### config.mk
export PLATFORM = sky130hd
export DESIGN_NAME = bcd_xs3_serial
export DESIGN_NICKNAME = d
export VERILOG_FILES = /design/src/rtl/xs3_pkg.sv /design/src/rtl/xs3_rom.sv /design/src/rtl/xs3_step_reg.sv /design/src/rtl/bcd_xs3_serial.sv
export SDC_FILE = /design/constraint.sdc
export NUM_CORES = 1
export LEC_CHECK = 0
export ABC_AREA = 1
export BUFFER_PORTS_ARGS = -buffer_cell sky130_fd_sc_hd__buf_2
export CORE_AREA = 2 2 39 41
export CTS_BUF_LIST = sky130_fd_sc_hd__clkbuf_2 sky130_fd_sc_hd__clkbuf_4 sky130_fd_sc_hd__clkbuf_8
export CTS_CLUSTER_SIZE = 28
export DETAILED_ROUTE_END_ITERATION = 8
export DIE_AREA = 0 0 41 43
export GPL_TIMING_DRIVEN = 0
export PLACE_DENSITY_LB_ADDON = 0.3
export REMOVE_ABC_BUFFERS = 1
export SYNTH_ARGS = -nofsm -noshare
export SYNTH_HDL_FRONTEND = slang
export SYNTH_SLANG_ARGS = --single-unit
export TNS_END_PERCENT = 1
### constraint.sdc
create_clock -name clk_i -period 0.9 [get_ports clk_i]
set_clock_uncertainty 0.1 [all_clocks]
set_input_delay 0.045 -clock clk_i [delete_from_list [all_inputs] [get_ports clk_i]]
set_output_delay 0.045 -clock clk_i [all_outputs]
set_load 0.01 [all_outputs]
### src/rtl/xs3_pkg.sv
package xs3_pkg;

    localparam int STATE_W = 3;
    localparam int ADDR_W  = STATE_W + 1;
    localparam int ROM_N   = 2 ** ADDR_W;

    typedef enum logic [STATE_W-1:0] {
        ST_0 = 3'b000,
        ST_1 = 3'b001,
        ST_2 = 3'b011,
        ST_3 = 3'b110,
        ST_4 = 3'b100,
        ST_5 = 3'b111,
        ST_6 = 3'b101
    } state_e;

    typedef struct packed {
        logic   err;
        logic   z;
        state_e nxt;
    } rom_word_t;

    typedef struct packed {
        state_e state;
        logic   err;
    } step_regs_t;

endpackage

### src/rtl/xs3_rom.sv
module xs3_rom
    import xs3_pkg::*;
(
    input  logic      x_i,
    input  state_e    state_i,
    output rom_word_t word_o
);

    function automatic rom_word_t make_entry(input logic x, input logic [STATE_W-1:0] s);
        rom_word_t e;
        e.err = 1'b0;
        e.z   = ~x;
        e.nxt = ST_0;
        case (s)
            ST_0: e.nxt = x ? ST_2 : ST_1;
            ST_1: e.nxt = x ? ST_4 : ST_3;
            ST_2: begin e.z = x; e.nxt = ST_4; end
            ST_3: begin e.z = x; e.nxt = ST_5; end
            ST_4: e.nxt = x ? ST_6 : ST_5;
            ST_5: begin e.z = x; e.nxt = ST_0; end
            ST_6: begin
                if (x) begin
                    e.err = 1'b1;
                    e.z   = 1'b0;
                end
                e.nxt = ST_0;
            end
            default: begin
                e.err = 1'b1;
                e.z   = 1'b0;
                e.nxt = ST_0;
            end
        endcase
        return e;
    endfunction

    rom_word_t tbl [ROM_N];

    for (genvar a = 0; a < ROM_N; a++) begin : g_tbl
        localparam logic [ADDR_W-1:0] AV = ADDR_W'(a);
        assign tbl[a] = make_entry(AV[ADDR_W-1], AV[STATE_W-1:0]);
    end

    assign word_o = tbl[{x_i, state_i}];

    // an error entry always sends the machine home
    always_comb begin
        a_err_home_r7: assert (!word_o.err || word_o.nxt == ST_0);
    end

endmodule

### src/rtl/xs3_step_reg.sv
module xs3_step_reg
    import xs3_pkg::*;
(
    input  logic      clk_i,
    input  logic      rst_i,
    input  logic      valid_i,
    input  logic      x_i,
    input  rom_word_t word_i,
    output state_e    state_o,
    output logic      err_o
);

    step_regs_t regs_d, regs_q;

    always_comb begin
        regs_d     = regs_q;
        regs_d.err = 1'b0;
        if (valid_i) begin
            regs_d.state = word_i.nxt;
            regs_d.err   = word_i.err;
        end
    end

    always_ff @(posedge clk_i) begin
        if (rst_i) begin
            regs_q.state <= ST_0;
            regs_q.err   <= 1'b0;
        end else begin
            regs_q <= regs_d;
        end
    end

    assign state_o = regs_q.state;
    assign err_o   = regs_q.err;

    p_hold_when_idle_r4: assert property (@(posedge clk_i) disable iff (rst_i)
        !valid_i |=> $stable(regs_q.state));

    p_legal_code_r3: assert property (@(posedge clk_i) disable iff (rst_i)
        regs_q.state != 3'b010);

    p_err_single_r7: assert property (@(posedge clk_i) disable iff (rst_i)
        regs_q.err |=> !regs_q.err);

    p_err_lands_home_r7: assert property (@(posedge clk_i) disable iff (rst_i)
        regs_q.err |-> regs_q.state == ST_0);

    p_err_cause_r7: assert property (@(posedge clk_i) disable iff (rst_i)
        (valid_i && x_i && regs_q.state == ST_6) |=> regs_q.err);

endmodule

### src/rtl/bcd_xs3_serial.sv
module bcd_xs3_serial
    import xs3_pkg::*;
(
    input  logic clk_i,
    input  logic rst_i,
    input  logic x_i,
    input  logic valid_i,
    output logic z_o,
    output logic err_o
);

    state_e    state_q;
    rom_word_t word;

    xs3_rom u_rom (
        .x_i     (x_i),
        .state_i (state_q),
        .word_o  (word)
    );

    xs3_step_reg u_reg (
        .clk_i   (clk_i),
        .rst_i   (rst_i),
        .valid_i (valid_i),
        .x_i     (x_i),
        .word_i  (word),
        .state_o (state_q),
        .err_o   (err_o)
    );

    assign z_o = valid_i & word.z;

    // Checker: accepted-bit counter used to watch digit boundaries
    logic [1:0] chk_bits_q;

    always_ff @(posedge clk_i) begin
        if (rst_i) chk_bits_q <= 2'd0;
        else if (valid_i) chk_bits_q <= chk_bits_q + 2'd1;
    end

    p_digit_boundary_r6: assert property (@(posedge clk_i) disable iff (rst_i)
        (chk_bits_q == 2'd0) |-> state_q == ST_0);

    p_no_z_on_bad_bit_r7: assert property (@(posedge clk_i) disable iff (rst_i)
        (valid_i && x_i && state_q == ST_6) |-> !z_o);

    p_reset_home_r1: assert property (@(posedge clk_i)
        rst_i |=> (state_q == ST_0 && !err_o));

endmodule

==> out/metrics.csv, run 1 <==
stage,metric,value,unit
run_status,outcome,"finished, violations left",
run_status,violations,negative setup slack,
global_route,grt.overflow.total,0,
cells_and_area,seqCellArea,88.8,sq um
route,routedWlPerCell,8.03,microns
setup_path,arrival,0.98,ns
cells_and_area,instances_no_fill,66,
cts,clk_pin_slew,0.04,ns
sta,finalWorstSetupSlack,-0.229,ns
logic_synthesis,seq_area_frac_synth,0.374,
place,gp_congestion,0.736,
route,num_vias,265,
cells_and_area,design_area,369,sq um
cts,clock_latency,0.23,ns
cts,tritoncts,yes,
die,fp-row-count,14,
sta,finalMaxSlewViolations,0,
die,die_w,41,microns
setup_path,critical_path_required,0.75,ns
cells_and_area,postLayoutCoreUtil,0.267,
global_route,grt_pass1_wl,986,microns
setup_path,critPathTopFamily,flip-flops,
cells_and_area,num_antenna_cells,0,
setup_path,crit_slowest_cell,dfxtp_4,
die,die_h,43,microns
route,drt-initial-drc-count,5,
cells_and_area,n_fill_cell,156,
place,dpl_worst_slack,-0.0948,ns
cells_and_area,multi_input_area,131,sq um
setup_path,crit_type,reg -> out,
logic_synthesis,synthDistinctLibCells,11,
cells_and_area,fin_nets,56,
setup_path,regToRegSetupSlack,-0.20,ns
setup_path,crit_fanout,4,
logic_synthesis,synth-edff-count,0,
place,dp.cells,55,
setup_path,ff2ff_path_depth,6,
cts,cts_made_buffers,3,
cts,htreeDepth,1,
setup_path,crit_chain,inv_2 -> nor2_1 -> nor3_2 -> buf_2,
logic_synthesis,synth.most_common_cell,nand2_1,
die,initial_core_util,0.155,
global_route,grt_start_max_net_pins,7,
min_path,hold_end,u_reg.state_o[0],
die,die_area,1760,sq um
logic_synthesis,avgSynthCellArea,6.29,sq um
sta,fmax,886,MHz
setup_path,crit_path_max_incr_delay,0.35,ns
cells_and_area,drive_gt1_frac,0.580,
route,ant_nets,0,
setup_path,cp-end-kind,output pin,
route,totalWireLength,530,microns
run,maxCapViolCount,0,
place,portBuffers,5,
logic_synthesis,ys_ff_latch,4,
logic_synthesis,synth_cells,34,
setup_path,worstSetupStartpointType,register,
global_route,grtUsageTotal,0.0843,
sta,rsz0062_at_grt,true,
place,placed_area,259,sq um
sta,tightestPinTransition,0.134,ns
setup_path,crit_buf_inv,2,
logic_synthesis,async_flop_share,0,
global_route,grt_pass1_vias,260,
logic_synthesis,synth_top_area_frac,0.374,
place,dp_hpwl,343,microns
logic_synthesis,syn_area,214,sq um
power,peakVddDrop,365,uV
sta,final.min_clock_period,1.13,ns
power,power_leakage,0.179,nW
sta,fin_crit_sh,1.25,
global_route,antenna_found_initial,0,
power,power.density,1520,nW/um^2
die,core-area,1380,sq um
cts,clockRootBuffer,clkbuf_4,
logic_synthesis,synth_warnings,0,
min_path,worstHoldStart,rst_i,
sta,report.final.hold_viol_count,0,
cts,clk_path_buf_depth,2,
min_path,hold_depth,4,
sta,relSlewSlack,0.910,
min_path,min_path_type,in -> reg,
logic_synthesis,synth_top_flop_cell,dfxtp_1,
setup_path,r2r_start,u_reg.state_o[0],
cells_and_area,areaGrowthSynthToFinish,72.5,%
setup_path,r2r_end,u_reg.err_o,
die,io_pins,6,
route,drt-pass1-iter-count,4,
logic_synthesis,synth_area_leaders,"dfxtp_1 (37%), nand2_1 (16%), nor2_1 (14%), inv_1 (5.3%), a21oi_1 (4.7%)",
logic_synthesis,synth_top_cells_by_count,"nand2_1 (9), nor2_1 (8), dfxtp_1 (4)",
route,vias_per_cell,4.02,
logic_synthesis,synth_top_cell_by_area,dfxtp_1,
sta,setup_viol,5,
cts,cts_sinks,4,
route,drc,0,
==> through the flow <==
stage               power, mW  hold slack [ns]   TNS [ns]
global route            0.604           0.0282     -0.865
CTS                     0.571         -0.00702     -0.502
floorplan               0.265           0.0679  -0.000187
global placement        0.293            0.225     -0.266
finish                  0.561          0.00423     -0.495
detailed placement      0.293            0.226     -0.271
==> registers in the layout (all words and copies together), names as in the netlist <==
signal / flops
u_reg.state_o: 3
u_reg.err_o: 1
==> worst register-to-register path, cell delays in order (launching register included) <==
cell and delay [ns]:
dfxtp_4 0.33, inv_2 0.04, nand3_2 0.08, buf_4 0.14, buf_4 0.12, buf_4 0.12, a21oi_2 0.11
==> cells in the final DEF (no fill, tap or decap) <==
master,n
dfxtp_1,1
o21ai_1,1
buf_2,5
inv_1,1
dfxtp_4,2
nor2_2,1
nor3_2,2
buf_4,7
nor2_1,7
nand3_2,1
o21ai_0,1
dlygate4sd3_1,1
dfxtp_2,1
nand4_1,1
nand2_2,2
inv_2,4
nand2_1,7
a21oi_2,1
a21oi_1,1
clkbuf_4,3
==> per-layer routing <==
layer  GRT usage  wire (microns)  vias to the layer above  part of all wire
met5           0               0                        -                 0
met4      0.0600               0                        0                 0
met3      0.0314              28                        0             0.053
met2       0.106             271                       10              0.51
met1       0.112             230                      111              0.43
li1            -               -                      144                 -
==> power by group <==
part / switching, mW / internal, mW / leakage, nW
sequential: 0.0105 / 0.192 / 0.0345
clock: 0.0687 / 0.149 / 0.0138
combinational: 0.0707 / 0.0702 / 0.131
==> cell type report <==
| type | count | share of cell area |
|---|---|---|
| clock buffer | 3 | 0.0610 |
| inverter | 5 | 0.0508 |
| multi-input combinational | 25 | 0.356 |
| sequential | 4 | 0.241 |
| tap | 16 | 0.0542 |
| timing repair buffer | 13 | 0.237 |
==> kinds of logic after synthesis <==
group	Yosys count	synth area share
simple gates	21	0.444
buf+inv	5	0.0877
flops	4	0.374
compound gates	4	0.0936
==> worst max path at each step <==
stage / start / end / cells past startpoint
after CTS: u_reg.state_o[0] / z_o / 5
after global placement: u_reg.state_o[1] / z_o / 5
after floorplan: u_reg.state_o[0] / u_reg.state_o[2] / 3
final: u_reg.state_o[1] / z_o / 4
after detailed placement: u_reg.state_o[1] / z_o / 5
after global routing: u_reg.state_o[2] / z_o / 5
==> repair_timing <==
item | in CTS | in global routing
pin swaps | 5 | 0
endpoints found under the setup margin | 4 | 5
gates resized for setup | 11 | 2
endpoints found under the hold margin | 3 | 0
setup buffers | 7 | 0
hold buffers | 1 | 0
No activity file was read; power rests on OpenSTA's default activity.
==> run 2: changes to the inputs <==
--- a/config.mk
+++ b/config.mk
@@ -17,5 +17,6 @@
 export REMOVE_ABC_BUFFERS = 1
 export SYNTH_ARGS = -nofsm -noshare
 export SYNTH_HDL_FRONTEND = slang
+export SYNTH_HIERARCHICAL = 1
 export SYNTH_SLANG_ARGS = --single-unit
 export TNS_END_PERCENT = 1
==> out/metrics.csv, run 2 <==
stage,metric,value,unit,change
route,vias_per_cell,3.68,,-8.4%
die,io_pins,6,,unchanged
cells_and_area,instances_no_fill,71,,+7.6%
place,gp_congestion,0.664,,-9.8%
sta,report.final.hold_viol_count,0,,unchanged
power,power_leakage,0.189,nW,+5.4%
power,p_total,0.558,mW,-0.65%
route,routedWlPerCell,7.13,microns,-11%
route,drc,0,,unchanged
global_route,grt_start_max_net_pins,11,,+4
die,die_h,43,microns,unchanged
logic_synthesis,synth_warnings,6,,+6
die,die_w,41,microns,unchanged
cells_and_area,design_area,355,sq um,-3.7%
sta,setup_viol,5,,unchanged
sta,final.min_clock_period,1.19,ns,+0.0645 ns
global_route,antenna_found_initial,0,,unchanged
min_path,min_path_type,in -> reg,,
power,peakVddDrop,652,uV,+78%
cells_and_area,areaGrowthSynthToFinish,37.2,%,
route,totalWireLength,506,microns,-4.5%
logic_synthesis,syn_area,259,sq um,+21%
sta,fmax,838,MHz,-5.4%
run,maxCapViolCount,0,,unchanged
die,die_area,1760,sq um,unchanged
cts,htreeDepth,1,,unchanged
place,portBuffers,5,,unchanged
sta,fin_crit_sh,1.33,,+0.0717
route,drt-initial-drc-count,6,,+1
die,initial_core_util,0.187,,+0.0325
global_route,grt_pass1_wl,897,microns,-9.0%
cells_and_area,largest_reg_flops,3,,unchanged
cts,clk_path_buf_depth,2,,unchanged
cts,clk_pin_slew,0.04,ns,about the same
sta,finalWorstSetupSlack,-0.293,ns,-0.0645 ns
logic_synthesis,synth_cells,45,,+32%
sta,relSlewSlack,0.913,,+0.00341
setup_path,arrival,1.05,ns,+0.07 ns
power,power.density,1570,nW/um^2,+3.2%
cts,cts_made_buffers,3,,unchanged
setup_path,critical_path_required,0.75,ns,about the same
cts,cts_sinks,4,,unchanged
place,dp.cells,65,,+18%
cts,clock_latency,0.23,ns,about the same
setup_path,crit_type,reg -> out,,
cells_and_area,num_antenna_cells,0,,unchanged
die,fp-row-count,14,,unchanged
cells_and_area,n_fill_cell,158,,+1.3%
sta,finalMaxSlewViolations,0,,unchanged
cells_and_area,drive_gt1_frac,0.291,,-0.289
logic_synthesis,synth.most_common_cell,nand2_1,,
route,ant_nets,0,,unchanged
logic_synthesis,synth_area_leaders,"dfxtp_1 (31%), nand2_1 (19%), nor2_1 (16%), inv_1 (8.7%), a21oi_1 (5.8%)",,
setup_path,cp-end-kind,output pin,,
cts,tritoncts,yes,,
sta,hold_ws,0.0327,ns,+0.0285 ns
logic_synthesis,synthDistinctLibCells,11,,unchanged
place,placed_area,293,sq um,+13%
setup_path,worstSetupStartpointType,register,,
global_route,grt_pass1_vias,234,,-10%
logic_synthesis,synth-edff-count,0,,unchanged
run_status,violations,negative setup slack,,
cells_and_area,layout_common_cells,"nand2_1 (13), nor2_1 (11), inv_1 (5), buf_2 (5)",,
global_route,grtUsageTotal,0.0774,,-0.00687
place,dp_hpwl,354,microns,+3.5%
die,core-area,1380,sq um,unchanged
logic_synthesis,synth_top_cell_by_area,dfxtp_1,,
logic_synthesis,async_flop_share,0,,unchanged
route,num_vias,261,,-1.5%
logic_synthesis,seq_area_frac_synth,0.309,,-0.0651
run_status,outcome,"finished, violations left",,
setup_path,crit_fanout,3,,-1
logic_synthesis,synth_top_cells_by_count,"nand2_1 (13), nor2_1 (11), inv_1 (6)",,
logic_synthesis,synth_top_flop_cell,dfxtp_1,,
cts,clockRootBuffer,clkbuf_4,,
sta,rsz0062_at_grt,true,,
logic_synthesis,ys_ff_latch,4,,unchanged
cells_and_area,fin_nets,61,,+8.9%
route,drt-pass1-iter-count,4,,unchanged
cells_and_area,final_common_cell,nand2_1,,
logic_synthesis,synth_top_area_frac,0.309,,-0.0651
global_route,grt.overflow.total,0,,unchanged
sta,tightestPinTransition,0.130,ns,-0.00370 ns
place,dpl_worst_slack,-0.231,ns,-0.136 ns
logic_synthesis,avgSynthCellArea,5.76,sq um,-8.5%
run 2: cell types whose count changed in the layout (fill, tap and decap cells not counted), sizes merged:
| cell | delta |
|---|---|
| a21oi | +1 |
| buf | -6 |
| dlygate4sd3 | +1 |
| inv | +2 |
| nand2 | +4 |
| nand3 | -1 |
| nand4 | -1 |
| nor2 | +4 |
| nor3 | -2 |
| o21ai | +1 |
| or2 | +1 |
| xor2 | +1 |
run 2: cells by family (layout without fill, tap and decap cells):
kind of cell / count (synthesis) / in the layout / share of synthesized area
AND/OR/NAND/NOR: 26 / 26 / 0.396
buffers and inverters: 8 / 18 / 0.145
AO/OA/AOI/OAI: 6 / 6 / 0.116
flip-flops: 4 / 4 / 0.309
XOR/XNOR: 1 / 1 / 0.0338
run 2: cell type report:
| class | count | area [sq um] | share of cell area |
|---|---|---|---|
| multi-input combinational | 33 | 145 | 0.408 |
| sequential | 4 | 88.8 | 0.250 |
| timing repair buffer | 8 | 52.6 | 0.148 |
| inverter | 7 | 26.3 | 0.0739 |
| clock buffer | 3 | 22.5 | 0.0634 |
| tap | 16 | 20.0 | 0.0563 |
run 2: where the power goes:
| group | switching [mW] | internal, mW |
|---|---|---|
| logic | 0.0684 | 0.0597 |
| clock network | 0.0672 | 0.149 |
| registers | 0.0203 | 0.193 |
| total | 0.156 | 0.402 |
run 2: final timing paths:
| path | start | endpoint | slack (ns) | cells after the start |
|---|---|---|---|---|
| worst min-delay path | valid_i | u_reg/state_o[2] | 0.03 | 3 |
| worst max-delay path | u_reg/state_o[1] | z_o | -0.29 | 5 |
| worst min register to register | u_reg/state_o[2] | u_reg/state_o[2] | 0.42 | 2 |
| worst max register to register | u_reg/state_o[1] | u_reg/state_o[1] | -0.17 | 9 |
run 2: per-layer routing:
metal,GRT usage,share of wire,vias up
met5,0,0,-
met4,0.0600,0,0
met2,0.0969,0.45,5
li1,-,-,154
met1,0.0968,0.49,102
met3,0.0366,0.055,0
run 2: timing repair:
item | in CTS | in global routing
buffers inserted | 1 | 0
hold buffers | 2 | 0
endpoints found under the hold margin | 4 | 0
pin swaps | 1 | 0
endpoints found under the setup margin | 5 | 5
resized for setup | 6 | 1
run 2: worst max-delay path: stages (launching register included):
cell,delay (ns)
dfxtp_4,0.33
or2_1,0.20
o21ai_1,0.07
nand2_1,0.06
inv_1,0.04
buf_2,0.11
run 2: metrics by stage:
stage	utilization	TNS [ns]
3_3_place_gp	0.212	-0.792
2_1_floorplan	-	-0.267
5_1_grt	0.257	-1.12
4_1_cts	0.254	-0.699
3_5_place_dp	0.212	-0.775
6_report	0.257	-0.663
